`config.mk`:
```
export PLATFORM = sky130hd
export DESIGN_NAME = tlb_split_dm
export DESIGN_NICKNAME = d
export VERILOG_FILES = /design/src/rtl/tlb_pkg.sv /design/src/rtl/tlb_ctrl.sv /design/src/rtl/tlb_datapath.sv /design/src/rtl/tlb_split_dm.sv
export SDC_FILE = /design/constraint.sdc
export NUM_CORES = 2
export LEC_CHECK = 0
export ABC_AREA = 0
export BUFFER_PORTS_ARGS = -buffer_cell sky130_fd_sc_hd__clkbuf_2
export CORE_MARGIN = 2
export CORE_UTILIZATION = 40
export DETAILED_ROUTE_END_ITERATION = 16
export PLACE_DENSITY = 0.61
export SLEW_MARGIN = 0
export SYNTH_ARGS = -nofsm -noshare
export SYNTH_HDL_FRONTEND = slang
export SYNTH_SLANG_ARGS = --single-unit
```
`constraint.sdc`:
```
create_clock -name clk -period 3.4 [get_ports clk]
set_clock_uncertainty 0.2 [all_clocks]
set_input_delay 0.17 -clock clk [delete_from_list [all_inputs] [get_ports clk]]
set_output_delay 0.17 -clock clk [all_outputs]
set_load 0.005 [all_outputs]
```
`src/rtl/tlb_pkg.sv`:
```
package tlb_pkg;

  typedef enum logic [1:0] {
    ACC_LOAD  = 2'd0,
    ACC_STORE = 2'd1,
    ACC_FETCH = 2'd2,
    ACC_NONE  = 2'd3
  } accType_e;

  localparam int NUM_TYPES = 3;

  // Strobes from control to datapath
  typedef struct packed {
    logic       flushAll;
    logic       refillEn;
    logic [2:0] wrSel;     // one-hot: which type's tag takes the new page
  } tlbStrobe_t;

endpackage

```
`src/rtl/tlb_ctrl.sv`:
```
module tlb_ctrl
  import tlb_pkg::*;
(
  input  logic       clk,
  input  logic       rstN,
  input  logic       rfValid,
  input  logic [1:0] rfType,
  input  logic       flush,
  output tlbStrobe_t str
);

  accType_e rfKind;

  always_comb begin
    rfKind       = accType_e'(rfType);
    str.flushAll = flush;
    // flush wins over a colliding refill; code 3 is not a type
    str.refillEn = rfValid && !flush && (rfKind != ACC_NONE);
    str.wrSel    = '0;
    if (str.refillEn) begin
      unique case (rfKind)
        ACC_LOAD:  str.wrSel = 3'b001;
        ACC_STORE: str.wrSel = 3'b010;
        ACC_FETCH: str.wrSel = 3'b100;
        default:   str.wrSel = 3'b000;
      endcase
    end
  end


  wr_sel_onehot_chk: assert property (@(posedge clk) disable iff (!rstN)
    $onehot0(str.wrSel));


  flush_blocks_refill_chk: assert property (@(posedge clk) disable iff (!rstN)
    flush |-> (str.wrSel == 3'b000));

endmodule

```
`src/rtl/tlb_datapath.sv`:
```
module tlb_datapath
  import tlb_pkg::*;
#(
  parameter int ENTRIES = 16,
  parameter int VPNW    = 20,
  parameter int PPNW    = 20
) (
  input  logic            clk,
  input  logic            rstN,
  input  tlbStrobe_t      str,
  input  logic [VPNW-1:0] rfVpn,
  input  logic [PPNW-1:0] rfPpn,
  input  logic [VPNW-1:0] lkVpn,
  input  logic [1:0]      lkType,
  output logic            lkHit,
  output logic [PPNW-1:0] lkPpn
);

  localparam int IDXW = (ENTRIES > 1) ? $clog2(ENTRIES) : 1;
  localparam logic [VPNW-1:0] INVALID_TAG = '1;

  logic [IDXW-1:0] rfIdx;
  logic [IDXW-1:0] lkIdx;
  assign rfIdx = rfVpn[IDXW-1:0];
  assign lkIdx = lkVpn[IDXW-1:0];

  logic [NUM_TYPES-1:0][VPNW-1:0] lkTag;

  // One tag array per access type
  for (genvar t = 0; t < NUM_TYPES; t++) begin : g_type
    logic [VPNW-1:0] tagQ [ENTRIES];

    always_ff @(posedge clk or negedge rstN) begin
      if (!rstN) begin
        for (int e = 0; e < ENTRIES; e++) tagQ[e] <= INVALID_TAG;
      end else if (str.flushAll) begin
        for (int e = 0; e < ENTRIES; e++) tagQ[e] <= INVALID_TAG;
      end else if (str.refillEn) begin
        if (str.wrSel[t])
          tagQ[rfIdx] <= rfVpn;
        else if (tagQ[rfIdx] != rfVpn)
          tagQ[rfIdx] <= INVALID_TAG;
      end
    end

    assign lkTag[t] = tagQ[lkIdx];
  end

  // Shared physical page field
  logic [PPNW-1:0] ppnQ [ENTRIES];

  always_ff @(posedge clk or negedge rstN) begin
    if (!rstN) begin
      for (int e = 0; e < ENTRIES; e++) ppnQ[e] <= '0;
    end else if (str.refillEn) begin
      ppnQ[rfIdx] <= rfPpn;
    end
  end

  logic [VPNW-1:0] selTag;

  always_comb begin
    unique case (accType_e'(lkType))
      ACC_LOAD:  selTag = lkTag[0];
      ACC_STORE: selTag = lkTag[1];
      ACC_FETCH: selTag = lkTag[2];
      default:   selTag = INVALID_TAG;
    endcase
    lkHit = (selTag == lkVpn) && (selTag != INVALID_TAG);
    lkPpn = lkHit ? ppnQ[lkIdx] : '0;
  end


  flush_clears_chk: assert property (@(posedge clk) disable iff (!rstN)
    $past(str.flushAll) |-> !lkHit);


  no_invalid_hit_chk: assert property (@(posedge clk) disable iff (!rstN)
    lkHit |-> (lkVpn != INVALID_TAG));


  miss_zero_chk: assert property (@(posedge clk) disable iff (!rstN)
    !lkHit |-> (lkPpn == '0));

endmodule

```
`src/rtl/tlb_split_dm.sv`:
```
module tlb_split_dm
  import tlb_pkg::*;
#(
  parameter int ENTRIES   = 16,
  parameter int PAGE_BITS = 12,
  parameter int VA_BITS   = 32,
  parameter int PA_BITS   = 32
) (
  input  logic                      clk,
  input  logic                      rstN,
  input  logic [VA_BITS-1:0]        lkVaddr,
  input  logic [1:0]                lkType,
  output logic                      lkHit,
  output logic [PA_BITS-1:0]        lkPaddr,
  input  logic                      rfValid,
  input  logic [VA_BITS-PAGE_BITS-1:0] rfVpn,
  input  logic [1:0]                rfType,
  input  logic [PA_BITS-PAGE_BITS-1:0] rfPpn,
  input  logic                      flush
);

  localparam int VPNW = VA_BITS - PAGE_BITS;
  localparam int PPNW = PA_BITS - PAGE_BITS;

  tlbStrobe_t      str;
  logic [VPNW-1:0] lkVpn;
  logic [PPNW-1:0] lkPpn;

  assign lkVpn = lkVaddr[VA_BITS-1:PAGE_BITS];

  tlb_ctrl u_ctrl (
    .clk    (clk),
    .rstN   (rstN),
    .rfValid(rfValid),
    .rfType (rfType),
    .flush  (flush),
    .str    (str)
  );

  tlb_datapath #(
    .ENTRIES(ENTRIES),
    .VPNW   (VPNW),
    .PPNW   (PPNW)
  ) u_dp (
    .clk   (clk),
    .rstN  (rstN),
    .str   (str),
    .rfVpn (rfVpn),
    .rfPpn (rfPpn),
    .lkVpn (lkVpn),
    .lkType(lkType),
    .lkHit (lkHit),
    .lkPpn (lkPpn)
  );

  assign lkPaddr = lkHit ? {lkPpn, lkVaddr[PAGE_BITS-1:0]} : '0;


  refill_visible_chk: assert property (@(posedge clk) disable iff (!rstN)
    ($past(rfValid && !flush && rfType != 2'd3 && rfVpn != '1)
      && lkVpn == $past(rfVpn) && lkType == $past(rfType))
    |-> (lkHit && lkPaddr[PA_BITS-1:PAGE_BITS] == $past(rfPpn)));

endmodule

```
* After elaboration in Yosys (flattened, before gate mapping)
Index checks and enable logic that the tools add are counted.
** Cells by class
- Div/mod/pow operators :: 0
- $mul :: 0
- Bitwise gates (word level) :: 5
- Shifts and indexed selects :: 0
- Muxes and demuxes :: 43
- Add/subtract/negate cells :: 0
- Magnitude comparators :: 3
- Equal/unequal tests :: 10
- Reductions and logical operators :: 14
** Operators with widths (number)
- $mux 320 :: 12
- $bwmux 320 :: 4
- $or 320x320->320 :: 3
- $bmux 20 s4 :: 7
- $mux 20 :: 15
- $demux 20 s4 :: 1
- $ne 20x20->1 :: 3
- $pmux 20 s3 :: 1
- $mux 32 :: 1
- $eq 20x20->1 :: 1
- $ne 20x20->1 const B :: 1
- $ge 5x5->1 const B :: 2
- $not 4->5 :: 2
- $pmux 3 s3 :: 1
- $reduce_bool 3->1 :: 3
- $reduce_and 2->1 :: 3
- $lt 5x1->1 const B :: 1
- $eq 2x1->1 const B :: 2
- $eq 2x2->1 const B :: 2
- $logic_and 1x1->1 :: 4
- $logic_not 2->1 :: 2
- $mux 3 :: 1
- $ne 2x2->1 const B :: 1
- $reduce_bool 2->1 :: 1
- $logic_not 1->1 :: 1
** Storage, ports and cells
- Bits in registers :: 1280
- Output and inout bits :: 33
- Bits in latches :: 0
- Memories kept :: 0
- Memory bits (read-only) :: 0
- Logic and storage cells :: 139
- Memory bits (writable) :: 0
- Input bits :: 80

* Depth between registers and ports, before layout
- Depth in word-level cells :: 10
- Mapped depth :: 18
- Depth with buffers taken out :: 9

* Cells and area by module
From an unflattened synthesis, not the netlist that was laid out.
** Second synthesis, totals
- Cell total of the unflattened synthesis :: 5653
- Area total of the unflattened synthesis :: 68989.9 µm²
** Modules (own cells, without submodules)
- tlb_datapath :: cells an instance 5612, seq. area each 33231.9 µm², times used 1, area each 68678.4 µm²
- tlb_split_dm :: cells an instance 35, seq. area each 0.0 µm², times used 1, area each 255.2 µm²
- tlb_ctrl :: cells an instance 6, seq. area each 0.0 µm², times used 1, area each 56.3 µm²

* Worst setup path after synthesis
No wires, ideal clock.
- Kind :: input to register
- Start point :: in rfVpn[1]
- End point :: reg u_dp.g_type[1].tagQ[120] (netlist name)
- Buffers on the path :: 5
- Data required time :: 3.118 ns
- Data arrival time :: 3.052 ns
- Cell stages on the path :: 12
- Setup slack :: 0.066 ns
- Library setup time :: 0.082 ns
- Cell sequence :: buf_2 -> buf_2 -> clkbuf_1 -> mux4_2 -> mux4_2 -> xor2_1 -> a2111oi_4 -> o2111ai_2 -> buf_6 -> and2_4 -> buf_6 -> or2_1
** Between the ends
- Word-level cells in the longest chain between the ends :: 10
- Elaborated cells between the ends (all ways) :: 18
- Those cells by class :: 2 x order compare; 1 x eq/ne; 10 x mux; 2 x bitwise; 3 x reduce/logical
** RTL lines
- start, declared :: RTL line tlb_split_dm.sv:16 : input logic [VA_BITS-PAGE_BITS-1:0] rfVpn,
- $not 4->5 (implied by the code) :: RTL line tlb_datapath.sv:40, tlb_datapath.sv:41, tlb_datapath.sv:42
- $ge 5x5->1 (implied by the code) / $lt 5x1->1 (equally long branches) :: RTL line tlb_datapath.sv:40, tlb_datapath.sv:42
- $logic_and 1x1->1 (implied by the code) :: RTL line tlb_datapath.sv:40, tlb_datapath.sv:42
- $mux 20 (implied by the code) :: RTL line tlb_datapath.sv:40, tlb_datapath.sv:42
- $demux 20 s4 :: RTL line tlb_datapath.sv:40, tlb_datapath.sv:42
- $or 320x320->320 (no source line)
- $mux 320 :: RTL line tlb_datapath.sv:41 : else if (tagQ[rfIdx] != rfVpn)
- $mux 320 :: RTL line tlb_datapath.sv:39 : if (str.wrSel[t])
- $mux 320 :: RTL line tlb_datapath.sv:38 : end else if (str.refillEn) begin
- $mux 320 :: RTL line tlb_datapath.sv:36 : end else if (str.flushAll) begin
- end signal, assigned by index :: RTL line tlb_datapath.sv:40 : tagQ[rfIdx] <= rfVpn;
- end, declared :: RTL line tlb_datapath.sv:31 : logic [VPNW-1:0] tagQ [ENTRIES];
Several ways; a longest one is shown, not always the timed one. The select of a mux whose other input is x is not followed.
A chain may end at the register's enable or synchronous reset.

* Final worst setup path
- Start point :: reg u_dp.g_type[2].tagQ[166] (netlist name)
- End point :: out lkPaddr[3]
** Between the ends
- Word-level cells in the longest chain between the ends :: 7
- Elaborated cells between the ends (all ways) :: 8
- Those cells by class :: 2 x eq/ne; 5 x mux; 1 x reduce/logical
** RTL lines
- start, declared :: RTL line tlb_datapath.sv:31
- start signal, assigned by index :: RTL line tlb_datapath.sv:40
- $bmux 20 s4 (*) :: RTL line tlb_datapath.sv:46 : assign lkTag[t] = tagQ[lkIdx];
- $mux 20 (implied by the code) (*) (2 in series) :: RTL line tlb_datapath.sv:46
- $pmux 20 s3 (*) :: RTL line tlb_datapath.sv:63 : unique case (accType_e'(lkType))
- $eq 20x20->1 / $ne 20x20->1 (equally long branches) :: RTL line tlb_datapath.sv:69 : lkHit = (selTag == lkVpn) && (selTag != INVALID_TAG);
- $logic_and 1x1->1 (*) :: RTL line tlb_datapath.sv:69
- $mux 32 (*) :: RTL line tlb_split_dm.sv:56 : assign lkPaddr = lkHit ? {lkPpn, lkVaddr[PAGE_BITS-1:0]} : '0;
- end, declared :: RTL line tlb_split_dm.sv:14 : output logic [PA_BITS-1:0] lkPaddr,
Every way passes the cells marked *; elsewhere a longest branch is shown, timed or not. The select of a mux whose other input is x is not followed.

==> results.toml <==
[place]
gp_congestion = 0.985
placedInstanceArea_sq_um = 76200
port_buffers = 112
dp_hpwl_mm = 173

[route]
antenna_left = 0
vias_per_cell = 6.54
met1_length_mm = 104
drc_errors = 0
top_layer = "met5"
drtIter0Drc = 5777
met2WireLength_mm = 115
drt_pass1_iterations = 8
drt-total-wl_mm = 264
wire_per_inst_um = 33.2
met3_length_mm = 27.3
route.vias.total = 52000

[critical_path]
startpoint_type = "register"
cp.arrival_ps = 3850
regToRegEndpoint = "u_dp.g_type[2].tagQ[166]"
r2r-start = "u_dp.g_type[2].tagQ[164]"
critPathCaptureType = "primary output"
crit_fanout = 8
cp.required_ps = 3030
path_class = "register to primary output"
regToRegSetupSlack_ps = -50
worstRegToRegCells = 12

[synthesis]
async_flop_share_pct = 100
syn_nets = 5119
synth.distinct_cells = 74
ys_warn_count = 0
netlist_area_sq_um = 67300
synthFlopType = "dfstp_2"
seq_area_frac_synth_pct = 49.4
syn_area_per_cell_sq_um = 13.4
ys_seq_elements = 1280
postSynthCellCount = 5039
synth-edff-count = 0

[run]
drv_cap = 0

[timing]
setup_tns_ps = -24770
hold_viol = 0
slew_viol_final = 0
setup_slack_ps = -816
worst_pin_slew_ps = 1120
setup_viol_count_final = 38
post-route-period-util_pct = 124
clock.fmax_mhz = 237
fin_worst_hold_slack_ps = 119
slew_headroom_pct = 25.1
rsz0062_at_grt = "yes"
period_needed_ps = 4220

[cells_and_area]
drive_gt1_share_pct = 52.7
final_cell_mix = "960 x dfstp_2, 709 x a2bb2oi_1, 637 x buf_4"
fill_cells = 14500
synthToLayoutAreaGrowth_pct = 22.9
final_nets = 5706
mostFrequentLayoutCell = "dfstp_2"
final_area_sq_um = 82700

[floorplan]
die_area_sq_um = 171000
dieWidth_um = 414
core_sq_um = 167000
num_rows = 150
die_h_um = 414
initial_core_util_pct = 40.3
ios = 113

[global_routing]
grt_overflow_total = 0
grt_max_degree = 124
grt_pass1_wl_mm = 382
grt_pass1_vias = 52400
grt_util_all_layers_pct = 30.2
antenna_found_initial = 11

[clocking]
cts_tree = "built"
cts_root_buf = "clkbuf_16"
cts_buffer_depth = 3
cts-buffers-inserted = 145
cts_sinks = 1280
clock_latency_ps = 810
path_clk_slew_ps = 60
cts_max_level = 4

[worst_hold_path]
worstHoldPathCells = 6
hp-start = "rfVpn[3]"
hp-class = "input port to register"
min_to = "u_dp.g_type[2].tagQ[41]"

[power]
ir_drop_mv = 0.488
p_per_area_nw_per_um2 = 458
leakage_nw = 32.9

[outcome]
failed_checks = "negative setup slack"
outcome = "finished with violations"
logic make-up (layout without fill, tap and decap cells):
logic type / count (synthesis) / count (layout) / share of synthesized area [%]
DFF: 1280 / 1280 / 49.4
AOI/OAI and AO/OA: 1226 / 1226 / 15.1
muxes: 1214 / 1214 / 25.3
and+or+nand+nor: 692 / 693 / 5.20
buffers and inverters: 561 / 1263 / 4.13
xor gates and xnor gates: 66 / 66 / 0.859
other: 0 / 7 / 0
per-layer routing:
layer	GRT usage [%]	vias up
li1	-	20800
met1	39.7	27400
met2	44.6	3058
met3	8.27	766
met4	17.6	4
met5	0	-
layout make-up:
cell class                      count  area, sq um  area share (%)
Sequential cell                  1280        33200            40.2
Multi-Input combinational cell   3199        32100            38.9
Timing Repair Buffer              979         9610            11.6
Clock buffer                      215         4300            5.20
Tap cell                         2204         2760            3.34
Clock inverter                     48          551           0.666
Inverter                           21         81.3          0.0984
Antenna cell                        7         17.5          0.0212
power breakdown:
group / internal (mW) / switching [mW] / leakage, nW
clock network: 9.40 / 6.77 / 2.38
registers: 16.1 / 0.374 / 14.3
logic: 2.39 / 2.85 / 16.3
total: 27.9 / 9.99 / 32.9
critical path: stages, from the launching register on:
cell and delay, ps:
dfstp_2 370, buf_6 110, mux4_2 510, a22o_1 280, a221oi_2 230, buf_4 210, a21oi_2 40, a21oi_2 240
nor4_2 80, nand3_1 110, o211ai_1 120, buf_6 160, buf_12 150, buf_12 160, nor3_4 150, buf_2 130
how the worst max path moves through the flow:
stage / to / from / slack (ps) / cells past startpoint
after floorplan: u_dp.g_type[1].tagQ[120] / rfVpn[1] / 70 / 12
after global placement: lkPaddr[12] / lkVaddr[13] / -590 / 17
after detailed placement: lkPaddr[7] / lkVaddr[12] / -620 / 15
after CTS: lkPaddr[20] / u_dp.g_type[1].tagQ[165] / -830 / 10
after global routing: lkHit / u_dp.g_type[2].tagQ[166] / -920 / 15
final: lkPaddr[3] / u_dp.g_type[2].tagQ[166] / -820 / 15
through the flow:
| step | setup WS (ps) | util, % | std cells | total power, mW |
|---|---|---|---|---|
| final | -816 | 49.5 | 7953 | 37.8 |
| after global routing | -920 | 49.5 | 7950 | 38.9 |
| after CTS | -833 | 49.1 | 7932 | 37.9 |
| after detailed placement | -615 | 45.6 | 7615 | 21.6 |
| after global placement | -594 | 45.6 | 7615 | 21.5 |
| after floorplan | 66.0 | - | 5039 | 19.2 |
Yosys cell counts, types with 47 or more instances:
cell type | instances | share of area [%]
clkbuf_1 | 298 | 1.7
o21a_1 | 51 | 0.57
or2_1 | 66 | 0.61
buf_2 | 162 | 1.2
nor3_1 | 56 | 0.42
nand2_1 | 146 | 0.81
mux4_2 | 350 | 12
o32a_1 | 51 | 0.76
a2bb2oi_1 | 727 | 9.5
nor2_1 | 119 | 0.66
mux2i_1 | 496 | 7.4
nand3_1 | 126 | 0.94
xnor2_1 | 55 | 0.72
mux2_2 | 352 | 5.9
a22oi_1 | 200 | 2.2
dfrtp_1 | 320 | 12
dfstp_2 | 960 | 37
buf_6 | 47 | 0.79
a21oi_1 | 49 | 0.36
timing repair:
item / 4_1_cts / 5_1_grt
setup buffers: 6 / 10
hold endpoints to repair: 970 / 0
pin swaps: 13 / 18
hold buffers: 41 / 0
cloned: 9 / 7
setup endpoints to repair: 271 / 506
gates resized for setup: 61 / 127
flip-flops by register name (all words and copies together), names as in the netlist:
name and cells:
u_dp.g_type.tagQ 960, u_dp.ppnQ 320
Power figures use the tool's default switching activity.
